[src/rtl/intr_pkg.sv]
package intr_pkg;
  localparam int unsigned NUM_SRC = 5;
  localparam int unsigned SRC_BO  = 0;
  typedef enum logic [1:0] {
    REG_MASK = 2'd0,
    REG_STAT = 2'd1,
    REG_RAW  = 2'd2,
    REG_CLR  = 2'd3
  } reg_sel_e;
endpackage

[src/rtl/intr_status_bank.sv]
module intr_status_bank #(
  parameter int unsigned N = 5
) (
  input  logic         clk_i,
  input  logic         rst_ni,
  input  logic [N-1:0] src_i,
  input  logic [N-1:0] clr_i,
  output logic [N-1:0] stat_o
);
  for (genvar g = 0; g < N; g++) begin : g_bit
    logic q;
    always_ff @(posedge clk_i) begin
      if (!rst_ni)        q <= 1'b0;
      else if (src_i[g])  q <= 1'b1;   // set has priority over clear
      else if (clr_i[g])  q <= 1'b0;
    end
    assign stat_o[g] = q;

    p_set_r2: assert property (@(posedge clk_i) disable iff (!rst_ni)
      ($past(rst_ni) && $past(src_i[g])) |-> stat_o[g]);
    p_hold_r3: assert property (@(posedge clk_i) disable iff (!rst_ni)
      ($past(rst_ni) && $past(stat_o[g]) && !$past(clr_i[g])) |-> stat_o[g]);
    p_clear_r4: assert property (@(posedge clk_i) disable iff (!rst_ni)
      ($past(rst_ni) && $past(clr_i[g]) && !$past(src_i[g])) |-> !stat_o[g]);
  end
endmodule

[src/rtl/intr_regs.sv]
module intr_regs
  import intr_pkg::*;
#(
  parameter int unsigned N          = 5,
  parameter int unsigned DW         = 16,
  parameter int unsigned RAW_BO_BIT = 9
) (
  input  logic          clk_i,
  input  logic          rst_ni,
  input  logic [1:0]    addr_i,
  input  logic          wr_i,
  input  logic [N-1:0]  wdata_i,
  input  logic [N-1:0]  stat_i,
  input  logic [N-1:0]  raw_i,
  output logic [N-1:0]  en_o,
  output logic [N-1:0]  clr_o,
  output logic [DW-1:0] rdata_o
);
  localparam int unsigned MW = N - 1;

  reg_sel_e       sel;
  logic [MW-1:0]  mask_q;

  assign sel = reg_sel_e'(addr_i);

  always_ff @(posedge clk_i) begin
    if (!rst_ni)                       mask_q <= '0;
    else if (wr_i && sel == REG_MASK)  mask_q <= wdata_i[N-1:1];
  end

  assign en_o  = {mask_q, 1'b1};
  assign clr_o = (wr_i && sel == REG_CLR) ? wdata_i : '0;

  always_comb begin
    rdata_o = '0;
    unique case (sel)
      REG_MASK: rdata_o[N-1:0] = {mask_q, 1'b0};
      REG_STAT: rdata_o[N-1:0] = stat_i;
      REG_RAW: begin
        rdata_o[N-1:0]      = raw_i;
        rdata_o[RAW_BO_BIT] = raw_i[SRC_BO];
      end
      default:  rdata_o = '0;
    endcase
  end

  p_clr_only_on_write_r4: assert property (@(posedge clk_i) disable iff (!rst_ni)
    (|clr_o) |-> wr_i);
  p_mask_kept_r6: assert property (@(posedge clk_i) disable iff (!rst_ni)
    ($past(rst_ni) && !$past(wr_i)) |-> $stable(en_o));
endmodule

[src/rtl/intr_combine.sv]
module intr_combine
  import intr_pkg::*;
#(
  parameter int unsigned N = 5
) (
  input  logic         clk_i,
  input  logic         rst_ni,
  input  logic [N-1:0] stat_i,
  input  logic [N-1:0] en_i,
  output logic         irq_o,
  output logic         bo_irq_o
);
  assign irq_o    = |(stat_i & en_i);
  assign bo_irq_o = stat_i[SRC_BO];

  p_bo_in_combined_r7: assert property (@(posedge clk_i) disable iff (!rst_ni)
    bo_irq_o |-> irq_o);
  p_quiet_r7: assert property (@(posedge clk_i) disable iff (!rst_ni)
    (stat_i == '0) |-> !irq_o);
endmodule

[src/rtl/conv_irq_agg.sv]
module conv_irq_agg
  import intr_pkg::*;
#(
  parameter int unsigned DW         = 16,
  parameter int unsigned RAW_BO_BIT = 9
) (
  input  logic                clk_i,
  input  logic                rst_ni,
  input  logic                brownout_i,
  input  logic                pen_i,
  input  logic                eos_i,
  input  logic                wmark_i,
  input  logic                ovrun_i,
  input  logic [1:0]          reg_addr_i,
  input  logic                reg_wr_i,
  input  logic [NUM_SRC-1:0]  reg_wdata_i,
  output logic [DW-1:0]       reg_rdata_o,
  output logic                irq_o,
  output logic                bo_irq_o
);
  logic [NUM_SRC-1:0] src, stat, en, clr;

  assign src = {ovrun_i, wmark_i, eos_i, pen_i, brownout_i};

  intr_status_bank #(.N(NUM_SRC)) u_bank (
    .clk_i (clk_i), .rst_ni (rst_ni),
    .src_i (src),   .clr_i  (clr),   .stat_o (stat)
  );

  intr_regs #(.N(NUM_SRC), .DW(DW), .RAW_BO_BIT(RAW_BO_BIT)) u_regs (
    .clk_i  (clk_i),      .rst_ni  (rst_ni),
    .addr_i (reg_addr_i), .wr_i    (reg_wr_i), .wdata_i (reg_wdata_i),
    .stat_i (stat),       .raw_i   (src),
    .en_o   (en),         .clr_o   (clr),      .rdata_o (reg_rdata_o)
  );

  intr_combine #(.N(NUM_SRC)) u_comb (
    .clk_i (clk_i), .rst_ni (rst_ni),
    .stat_i (stat), .en_i (en),
    .irq_o (irq_o), .bo_irq_o (bo_irq_o)
  );

  p_bo_unmaskable_r9: assert property (@(posedge clk_i) disable iff (!rst_ni)
    ($past(rst_ni) && $past(brownout_i)) |-> (bo_irq_o && irq_o));
endmodule

[config.mk]
export PLATFORM = sky130hd
export DESIGN_NAME = conv_irq_agg
export DESIGN_NICKNAME = d
export VERILOG_FILES = /design/src/rtl/intr_pkg.sv /design/src/rtl/intr_status_bank.sv /design/src/rtl/intr_regs.sv /design/src/rtl/intr_combine.sv /design/src/rtl/conv_irq_agg.sv
export SDC_FILE = /design/constraint.sdc
export NUM_CORES = 1
export LEC_CHECK = 0
export ABC_AREA = 1
export BUFFER_PORTS_ARGS = -buffer_cell sky130_fd_sc_hd__clkbuf_2
export CAP_MARGIN = 20
export CORE_MARGIN = 2
export CORE_UTILIZATION = 41
export CTS_CLUSTER_DIAMETER = 30
export CTS_CLUSTER_SIZE = 12
export DETAILED_ROUTE_END_ITERATION = 6
export HOLD_SLACK_MARGIN = 0.05
export PLACE_DENSITY = 0.82
export SLEW_MARGIN = 20
export SYNTH_ARGS = -nofsm -noshare
export SYNTH_HDL_FRONTEND = slang
export SYNTH_SLANG_ARGS = --single-unit
[constraint.sdc]
create_clock -name clk_i -period 0.9 [get_ports clk_i]
set_input_delay 0.18 -clock clk_i [delete_from_list [all_inputs] [get_ports clk_i]]
set_output_delay 0.18 -clock clk_i [all_outputs]
set_load 0.05 [all_outputs]
==> impl_metrics.yaml, run 1 <==
floorplanning:
  start_util_pct: 43.5
  die_h_um: 40.9
  dieWidth_um: 40.9
  num_rows: 13
  io_pins: 33
  die_area_sq_mm: 0.00168
  core_sq_mm: 0.00128
logic_synthesis:
  syn_area_per_cell_sq_um: 6.99
  synthCells: 80
  yosysWarnings: 0
  syn_area_sq_um: 559
  synth.distinct_cells: 15
  yosysSeqAreaShare_pct: 32.2
  ys_ff_latch: 9
global_route:
  grt_pass1_vias: 557
  track_usage_pct: 21.7
  grt_overflow: 0
  grt_pass1_wl_um: 2320
  grt_max_degree: 7
  antenna_found_initial: 0
route:
  post_drt_wl_per_cell_um: 12.1
  routed_wl_um: 1500
  num_vias: 608
  drt_first_pass_iters: 4
  detail-route-antenna-nets: 0
  drc: 0
  vias_per_cell: 4.90
  drtIter0Drc: 18
sta:
  finalHoldWorstSlack_ps: 156
  fin_crit_sh_pct: 136
  hold_viol_final: 0
  period_minus_slack_ps: 1220
  drv_slew: 0
  final.setup.tns_ps: -1860
  setup_slack_ps: -323
  fmax_ghz: 0.818
  rsz0062_at_grt: "true"
  skew_ps: 0
  setup_viol: 7
clock_tree:
  clk_pin_slew_ps: 60
  clock-sinks: 9
  cts_tree: "built"
  clock-root-buffer: "clkbuf_4"
  clk_path_buf_depth: 2
  worstSkewPairLatency_ps: 270
  postCtsHoldBufs: 0
  cts_buffers: 3
  h-tree-depth: 1
placement:
  dp_slack_ps: -350
  post-dp-hpwl_um: 1070
  io_buffers: 22
  gp_congestion: 0.848
  dp_cells: 120
worst_setup_path:
  r2r_slack_ps: 210
  crit_type: "reg -> out"
  slowest_delay_ps: 330
  critPathArrivalTime_ps: 1040
  cp_max_fo: 3
  cp_cell_sequence: "a21oi_2 > nand4_1 > clkbuf_8"
  slowest_stage: "dfxtp_2"
  crit_path_start_kind: "register"
  cp-end-kind: "output port"
  cp.required_ps: 720
status:
  status: "complete, but fails checks"
  violations: "negative setup slack"
power_and_ir_drop:
  pwr-share-comb_pct: 38.9
  seqPwrFrac_pct: 35.7
  ir_drop_v: 0.000839
  switching_share_pct: 38.5
  p_leak_nw: 0.417
  p_switching_uw: 486
  power_density_mw_per_mm2: 1410
  clockPowerShare_pct: 25.4
  p_int_uw: 775
finish:
  num-nets-final: 125
  stdcell_count: 124
  final_util_pct: 69.7
  area_growth_pct: 60.2
  antenna_cells: 0
  ff_latch_area_sq_um: 191
  drive_gt1_share_pct: 45.0
  nFillCells: 102
  multiInputGateArea_sq_um: 334
flow_run:
  drv_cap: 0
hold_path:
  hold_path_class: "in -> reg"
[final timing paths]
path                startpoint  cells past startpoint           endpoint
max reg2reg  u_bank.g_bit[0].q                      3  u_bank.g_bit[0].q
min                    ovrun_i                      3  u_bank.g_bit[4].q
min reg2reg  u_bank.g_bit[3].q                      2  u_bank.g_bit[3].q
max          u_bank.g_bit[2].q                      3              irq_o
[logic make-up after synthesis]
kind of cell / after synthesis / synth area share (%)
AO/OA/AOI/OAI: 15 / 15.2
buffers and inverters: 19 / 21.0
flip-flops: 9 / 32.2
other: 1 / 0.670
AND/OR/NAND/NOR: 36 / 30.9
[cells in the final DEF (no fill, tap or decap), types with 2 or more instances in the layout]
master and instances:
a21oi_1 5, buf_4 4, buf_8 2, clkbuf_16 3
clkbuf_2 12, clkbuf_4 3, clkbuf_8 4, conb_1 10
dfxtp_1 2, dfxtp_2 6, inv_1 6, nand2_1 14
nand2_2 3, nand4_1 6, nor2_1 8, nor2_4 3
o211ai_1 4, o21ai_0 4
[state kept, by name, indices dropped and copies added, names as in the netlist]
| name | count |
|---|---|
| u_regs.mask_q | 4 |
| u_bank.g_bit.q | 5 |
[critical path: cells and delay by family (launching register included)]
kind / cells / cell delay [ps]
DFF: 1 / 330
and+or+nand+nor: 1 / 110
buffers and inverters: 1 / 200
AOI/OAI and AO/OA: 1 / 130
[routing by layer]
metal  vias up  GRT usage, %  share of wire (%)
met2        39          38.3                 53
li1        300             -                  -
met5         -             0                  0
met3         2          4.35                7.4
met4         0          13.3                1.7
met1       267          23.4                 37
[power groups by stage]
| stage | clock network [mW] | registers, mW | logic [mW] |
|---|---|---|---|
| after floorplan | 0 | 0.460 | 0.320 |
| after global placement | 0 | 0.452 | 0.409 |
| after detailed placement | 0 | 0.453 | 0.414 |
| after CTS | 0.328 | 0.448 | 0.477 |
| after global routing | 0.356 | 0.453 | 0.517 |
| final | 0.320 | 0.451 | 0.490 |
[Yosys cell counts]
master	instances	share of area, %
nand2_1	18	12
buf_4	10	13
dfxtp_1	9	32
nor2_1	9	6.0
a21oi_1	6	5.4
inv_1	6	4.0
nand4_1	6	6.7
o21ai_0	5	4.5
o211ai_1	4	5.4
nor2_4	2	4.0
buf_6	1	2.0
clkinv_2	1	0.89
conb_1	1	0.67
inv_2	1	0.67
nand2_4	1	2.0
[what timing repair did]
action	in CTS	in global routing
pin swaps	5	1
setup endpoints to repair	8	8
gates resized for setup	28	10
setup buffers	0	1
[area by class of cell]
cell class                 instances  share of cell area [%]
multi-input combinational         61                    37.3
timing repair buffer              27                    31.4
sequential                         9                    21.4
inverter                           8                    4.89
clock buffer                       4                    2.93
tap                               15                    2.09
[per-stage QoR]
stage               total power, mW  area, sq um
finish                         1.26          896
global route                   1.33          896
CTS                            1.25          876
detailed placement            0.867          733
global placement              0.861          733
floorplan                     0.780          632
No activity file was read; power rests on OpenSTA's default activity.
==> run 2, diff against run 1 <==
--- a/config.mk
+++ b/config.mk
@@ -14,7 +14,7 @@
 export CTS_CLUSTER_SIZE = 12
 export DETAILED_ROUTE_END_ITERATION = 6
 export HOLD_SLACK_MARGIN = 0.05
-export PLACE_DENSITY = 0.82
+export PLACE_DENSITY = 0.76
 export SLEW_MARGIN = 20
 export SYNTH_ARGS = -nofsm -noshare
 export SYNTH_HDL_FRONTEND = slang
==> impl_metrics.yaml, run 2 (synthesis results as in run 1) <==
floorplanning:
  die_area_sq_mm: 0.00168
  io_pins: 33
  start_util_pct: 43.5
  die_h_um: 40.9
  core_sq_mm: 0.00128
  num_rows: 13
  dieWidth_um: 40.9
sta:
  fmax_ghz: 0.817
  setup_viol: 8
  skew_ps: 0
  rsz0062_at_grt: "true"
  final.setup.tns_ps: -1940
  drv_slew: 0
  finalHoldWorstSlack_ps: 135
  fin_crit_sh_pct: 136
  setup_slack_ps: -324
  hold_viol_final: 0
  period_minus_slack_ps: 1220
finish:
  antenna_cells: 0
  drive_gt1_share_pct: 47.3
  num-nets-final: 126
  final_util_pct: 69.9
  stdcell_count: 125
  reg_top3: "u_bank.g_bit.q: 5 flops, u_regs.mask_q: 4 flops"
  postLayoutCellArea_sq_um: 898
  area_growth_pct: 60.6
  max_flop_register: "u_bank.g_bit.q"
  nFillCells: 98
  largest_reg_flops: 5
  final_common_cell: "nand2_1"
  mostFrequentLayoutCells: "nand2_1, clkbuf_2, conb_1"
clock_tree:
  clk_pin_slew_ps: 60
  postCtsHoldBufs: 0
  h-tree-depth: 1
  clock-root-buffer: "clkbuf_4"
  cts_buffers: 3
  clk_path_buf_depth: 2
  clock-sinks: 9
  worstSkewPairLatency_ps: 280
  cts_tree: "built"
worst_setup_path:
  critPathArrivalTime_ps: 1040
  cp.required_ps: 720
  slowest_stage: "dfxtp_2"
  crit_buf_inv: 1
  cp_cell_sequence: "nand2_2 > o211ai_1 > clkbuf_16"
  cp-end-kind: "output port"
  slowest_delay_ps: 360
  crit_path_start_kind: "register"
  r2r_slack_ps: 160
  crit_type: "reg -> out"
  cp_top_family: "flip-flops"
  cp_max_fo: 3
hold_path:
  hold_path_class: "in -> reg"
global_route:
  grt_pass1_wl_um: 2280
  grt_pass1_vias: 506
  grt_overflow: 0
  track_usage_pct: 22.2
  grt_max_degree: 8
  antenna_found_initial: 0
route:
  vias_per_cell: 4.78
  drtIter0Drc: 20
  detail-route-antenna-nets: 0
  num_vias: 597
  drc: 0
  drt_first_pass_iters: 4
  post_drt_wl_per_cell_um: 12.3
  routed_wl_um: 1540
flow_run:
  drv_cap: 0
placement:
  dp_slack_ps: -342
  io_buffers: 22
  place_area_sq_um: 733
  gp_congestion: 0.865
  post-dp-hpwl_um: 999
  dp_cells: 120
power_and_ir_drop:
  ir_drop_v: 0.000999
  p_leak_nw: 0.422
  power_mw: 1.28
  power_density_mw_per_mm2: 1420
status:
  violations: "negative setup slack"
  status: "complete, but fails checks"
run 2: where the power goes:
part | switching, mW | leakage, nW | total, mW | internal (mW)
registers | 0.0258 | 0.0776 | 0.454 | 0.428
logic | 0.311 | 0.329 | 0.489 | 0.178
clock network | 0.164 | 0.0150 | 0.336 | 0.172
run 2: routing by layer:
metal | wire (um) | up-vias | GRT usage (%)
met5 | 0 | - | 0
met4 | 20 | 0 | 12.5
met3 | 130 | 2 | 4.89
met2 | 762 | 31 | 35.9
met1 | 622 | 263 | 26.8
li1 | - | 301 | -
run 2: final timing paths:
check                                          to  cells after the start              start
worst max-delay path               reg_rdata_o[3]                      3   u_regs.mask_q[2]
worst min-delay path            u_bank.g_bit[4].q                      3            ovrun_i
worst max register to register  u_bank.g_bit[0].q                      3  u_bank.g_bit[0].q
worst min register to register  u_bank.g_bit[3].q                      2  u_bank.g_bit[3].q
run 2: layout make-up:
class / instances / area, sq um / share of cell area [%]
sequential: 9 / 194 / 21.6
inverter: 8 / 38.8 / 4.32
multi-input combinational: 61 / 334 / 37.2
clock buffer: 4 / 26.3 / 2.92
timing repair buffer: 28 / 287 / 31.9
tap: 15 / 18.8 / 2.09
run 2: what timing repair did:
item	4_1_cts	5_1_grt
pin swaps	3	3
buffers inserted	0	1
setup endpoints to repair	8	8
gates resized for setup	27	11
run 2: worst min-delay path, delay by kind of cell:
kind,cells,cell delay [ps]
compound gates,1,60
buf+inv,2,140
==> run 3, diff against run 2 <==
--- a/config.mk
+++ b/config.mk
@@ -8,13 +8,15 @@
 export ABC_AREA = 1
 export BUFFER_PORTS_ARGS = -buffer_cell sky130_fd_sc_hd__clkbuf_2
 export CAP_MARGIN = 20
+export CELL_PAD_IN_SITES_DETAIL_PLACEMENT = 1
+export CELL_PAD_IN_SITES_GLOBAL_PLACEMENT = 1
 export CORE_MARGIN = 2
-export CORE_UTILIZATION = 41
+export CORE_UTILIZATION = 27
 export CTS_CLUSTER_DIAMETER = 30
 export CTS_CLUSTER_SIZE = 12
 export DETAILED_ROUTE_END_ITERATION = 6
 export HOLD_SLACK_MARGIN = 0.05
-export PLACE_DENSITY = 0.76
+export PLACE_DENSITY_LB_ADDON = 0.05
 export SLEW_MARGIN = 20
 export SYNTH_ARGS = -nofsm -noshare
 export SYNTH_HDL_FRONTEND = slang
==> impl_metrics.yaml, run 3 (synthesis results as in run 1) <==
clock_tree:
  clk_pin_slew_ps: 70
  clock-sinks: 9
  cts_buffers: 3
  clk_path_buf_depth: 2
  postCtsHoldBufs: 0
  h-tree-depth: 1
  worstSkewPairLatency_ps: 270
  cts_tree: "built"
  clock-root-buffer: "clkbuf_4"
  post_cts_buffers: 0
finish:
  mostFrequentLayoutCells: "nand2_1, clkbuf_2, conb_1"
  final_common_cell: "nand2_1"
  ff_latch_area_sq_um: 190
  reg_top3: "u_bank.g_bit.q: 5 flops, u_regs.mask_q: 4 flops"
  largest_reg_flops: 5
  num-nets-final: 130
  antenna_cells: 0
  multiInputGateArea_sq_um: 329
  stdcell_count: 141
  drive_gt1_share_pct: 45.6
  nFillCells: 265
  max_flop_register: "u_bank.g_bit.q"
  area_growth_pct: 70.0
worst_setup_path:
  r2r_slack_ps: 210
  r2r_start: "u_bank.g_bit[0].q"
  crit_path_start_kind: "register"
  r2r_cells: 3
  critPathArrivalTime_ps: 1040
  cp-end-kind: "output port"
  crit_start: "u_bank.g_bit[2].q"
  slowest_delay_ps: 330
  slowest_stage: "dfxtp_2"
  r2r-end: "u_bank.g_bit[0].q"
  cp_cell_sequence: "a21oi_2 > nand4_1 > clkbuf_8"
  cp.required_ps: 720
  crit_path_end: "irq_o"
  cp_max_fo: 3
  crit_type: "reg -> out"
sta:
  drv_slew: 0
  rsz0062_at_grt: "true"
  fmax_ghz: 0.819
  skew_ps: 0
  hold_viol_final: 0
  finalHoldWorstSlack_ps: 165
  period_minus_slack_ps: 1220
  setup_viol: 7
  setup_slack_ps: -321
  fin_crit_sh_pct: 136
floorplanning:
  num_rows: 16
  dieWidth_um: 49.5
  start_util_pct: 28.5
  die_area_sq_mm: 0.00245
  io_pins: 33
  die_h_um: 49.5
  core_sq_mm: 0.00196
global_route:
  antenna_found_initial: 0
  grt_max_degree: 7
  track_usage_pct: 14.4
  grt_pass1_vias: 601
  grt_overflow: 0
  grt_pass1_wl_um: 2690
placement:
  post-dp-hpwl_um: 1240
  io_buffers: 22
  dp_cells: 137
  gp_congestion: 0.742
status:
  status: "complete, but fails checks"
  violations: "negative setup slack"
route:
  drc: 0
  drtIter0Drc: 3
  num_vias: 616
  post_drt_wl_per_cell_um: 10.9
  drt_first_pass_iters: 3
  detail-route-antenna-nets: 0
  routed_wl_um: 1530
  vias_per_cell: 4.37
flow_run:
  drv_cap: 0
hold_path:
  hold_path_class: "in -> reg"
power_and_ir_drop:
  power_density_mw_per_mm2: 1360
  ir_drop_v: 0.000864
  p_leak_nw: 0.442
-- run 3: worst min path at each step --
| stage | start | to | cells after the start | slack [ps] |
|---|---|---|---|---|
| CTS | rst_ni | u_regs.mask_q[1] | 3 | 160 |
| finish | rst_ni | u_regs.mask_q[2] | 3 | 160 |
| floorplan | rst_ni | u_regs.mask_q[0] | 2 | 320 |
| global placement | rst_ni | u_regs.mask_q[3] | 3 | 450 |
| detailed placement | rst_ni | u_regs.mask_q[1] | 3 | 460 |
| global route | rst_ni | u_regs.mask_q[0] | 3 | 170 |
-- run 3: power by group --
part | total [mW] | switching [mW] | internal (mW)
Sequential | 0.447 | 0.0210 | 0.426
Combinational | 0.516 | 0.317 | 0.199
Clock | 0.326 | 0.161 | 0.165
Total | 1.29 | 0.499 | 0.790
-- run 3: worst max-delay path: cells and delay by family (launching register included) --
| kind | cells | cell delay (ps) |
|---|---|---|
| flip-flops | 1 | 330 |
| AO/OA/AOI/OAI | 1 | 130 |
| AND/OR/NAND/NOR | 1 | 110 |
| buffers and inverters | 1 | 200 |
-- run 3: layer usage --
layer  share of wire (%)  track usage, %  up-vias
met4                 1.1            2.78        0
met3                 6.5            5.76        5
met5                   0               0        -
met1                  43            17.0      281
met2                  49            24.5       20
li1                    -               -      310
-- run 3: area by class of cell --
cell class                      count  share of cell area [%]
Multi-Input combinational cell     61                    34.6
Timing Repair Buffer               32                    34.9
Tap cell                           27                    3.55
Clock inverter                      1                   0.526
Clock buffer                        3                    2.37
Sequential cell                     9                    20.0
Inverter                            8                    4.08
-- run 3: stage by stage --
stage / setup WS, ps / utilization, % / total power [mW] / instance area [sq um] / setup TNS (ps)
2_1_floorplan: -428 / - / 0.780 / 632 / -2270
3_3_place_gp: -312 / 43.0 / 0.924 / 843 / -2330
3_5_place_dp: -330 / 43.0 / 0.926 / 843 / -2500
4_1_cts: -340 / 48.3 / 1.31 / 947 / -2110
5_1_grt: -425 / 48.5 / 1.37 / 951 / -2400
6_report: -321 / 48.5 / 1.29 / 951 / -1950
-- run 3: timing repair --
action                     CTS  global route
gates resized for setup     19             3
setup endpoints to repair    8             8
pin swaps                    5             2
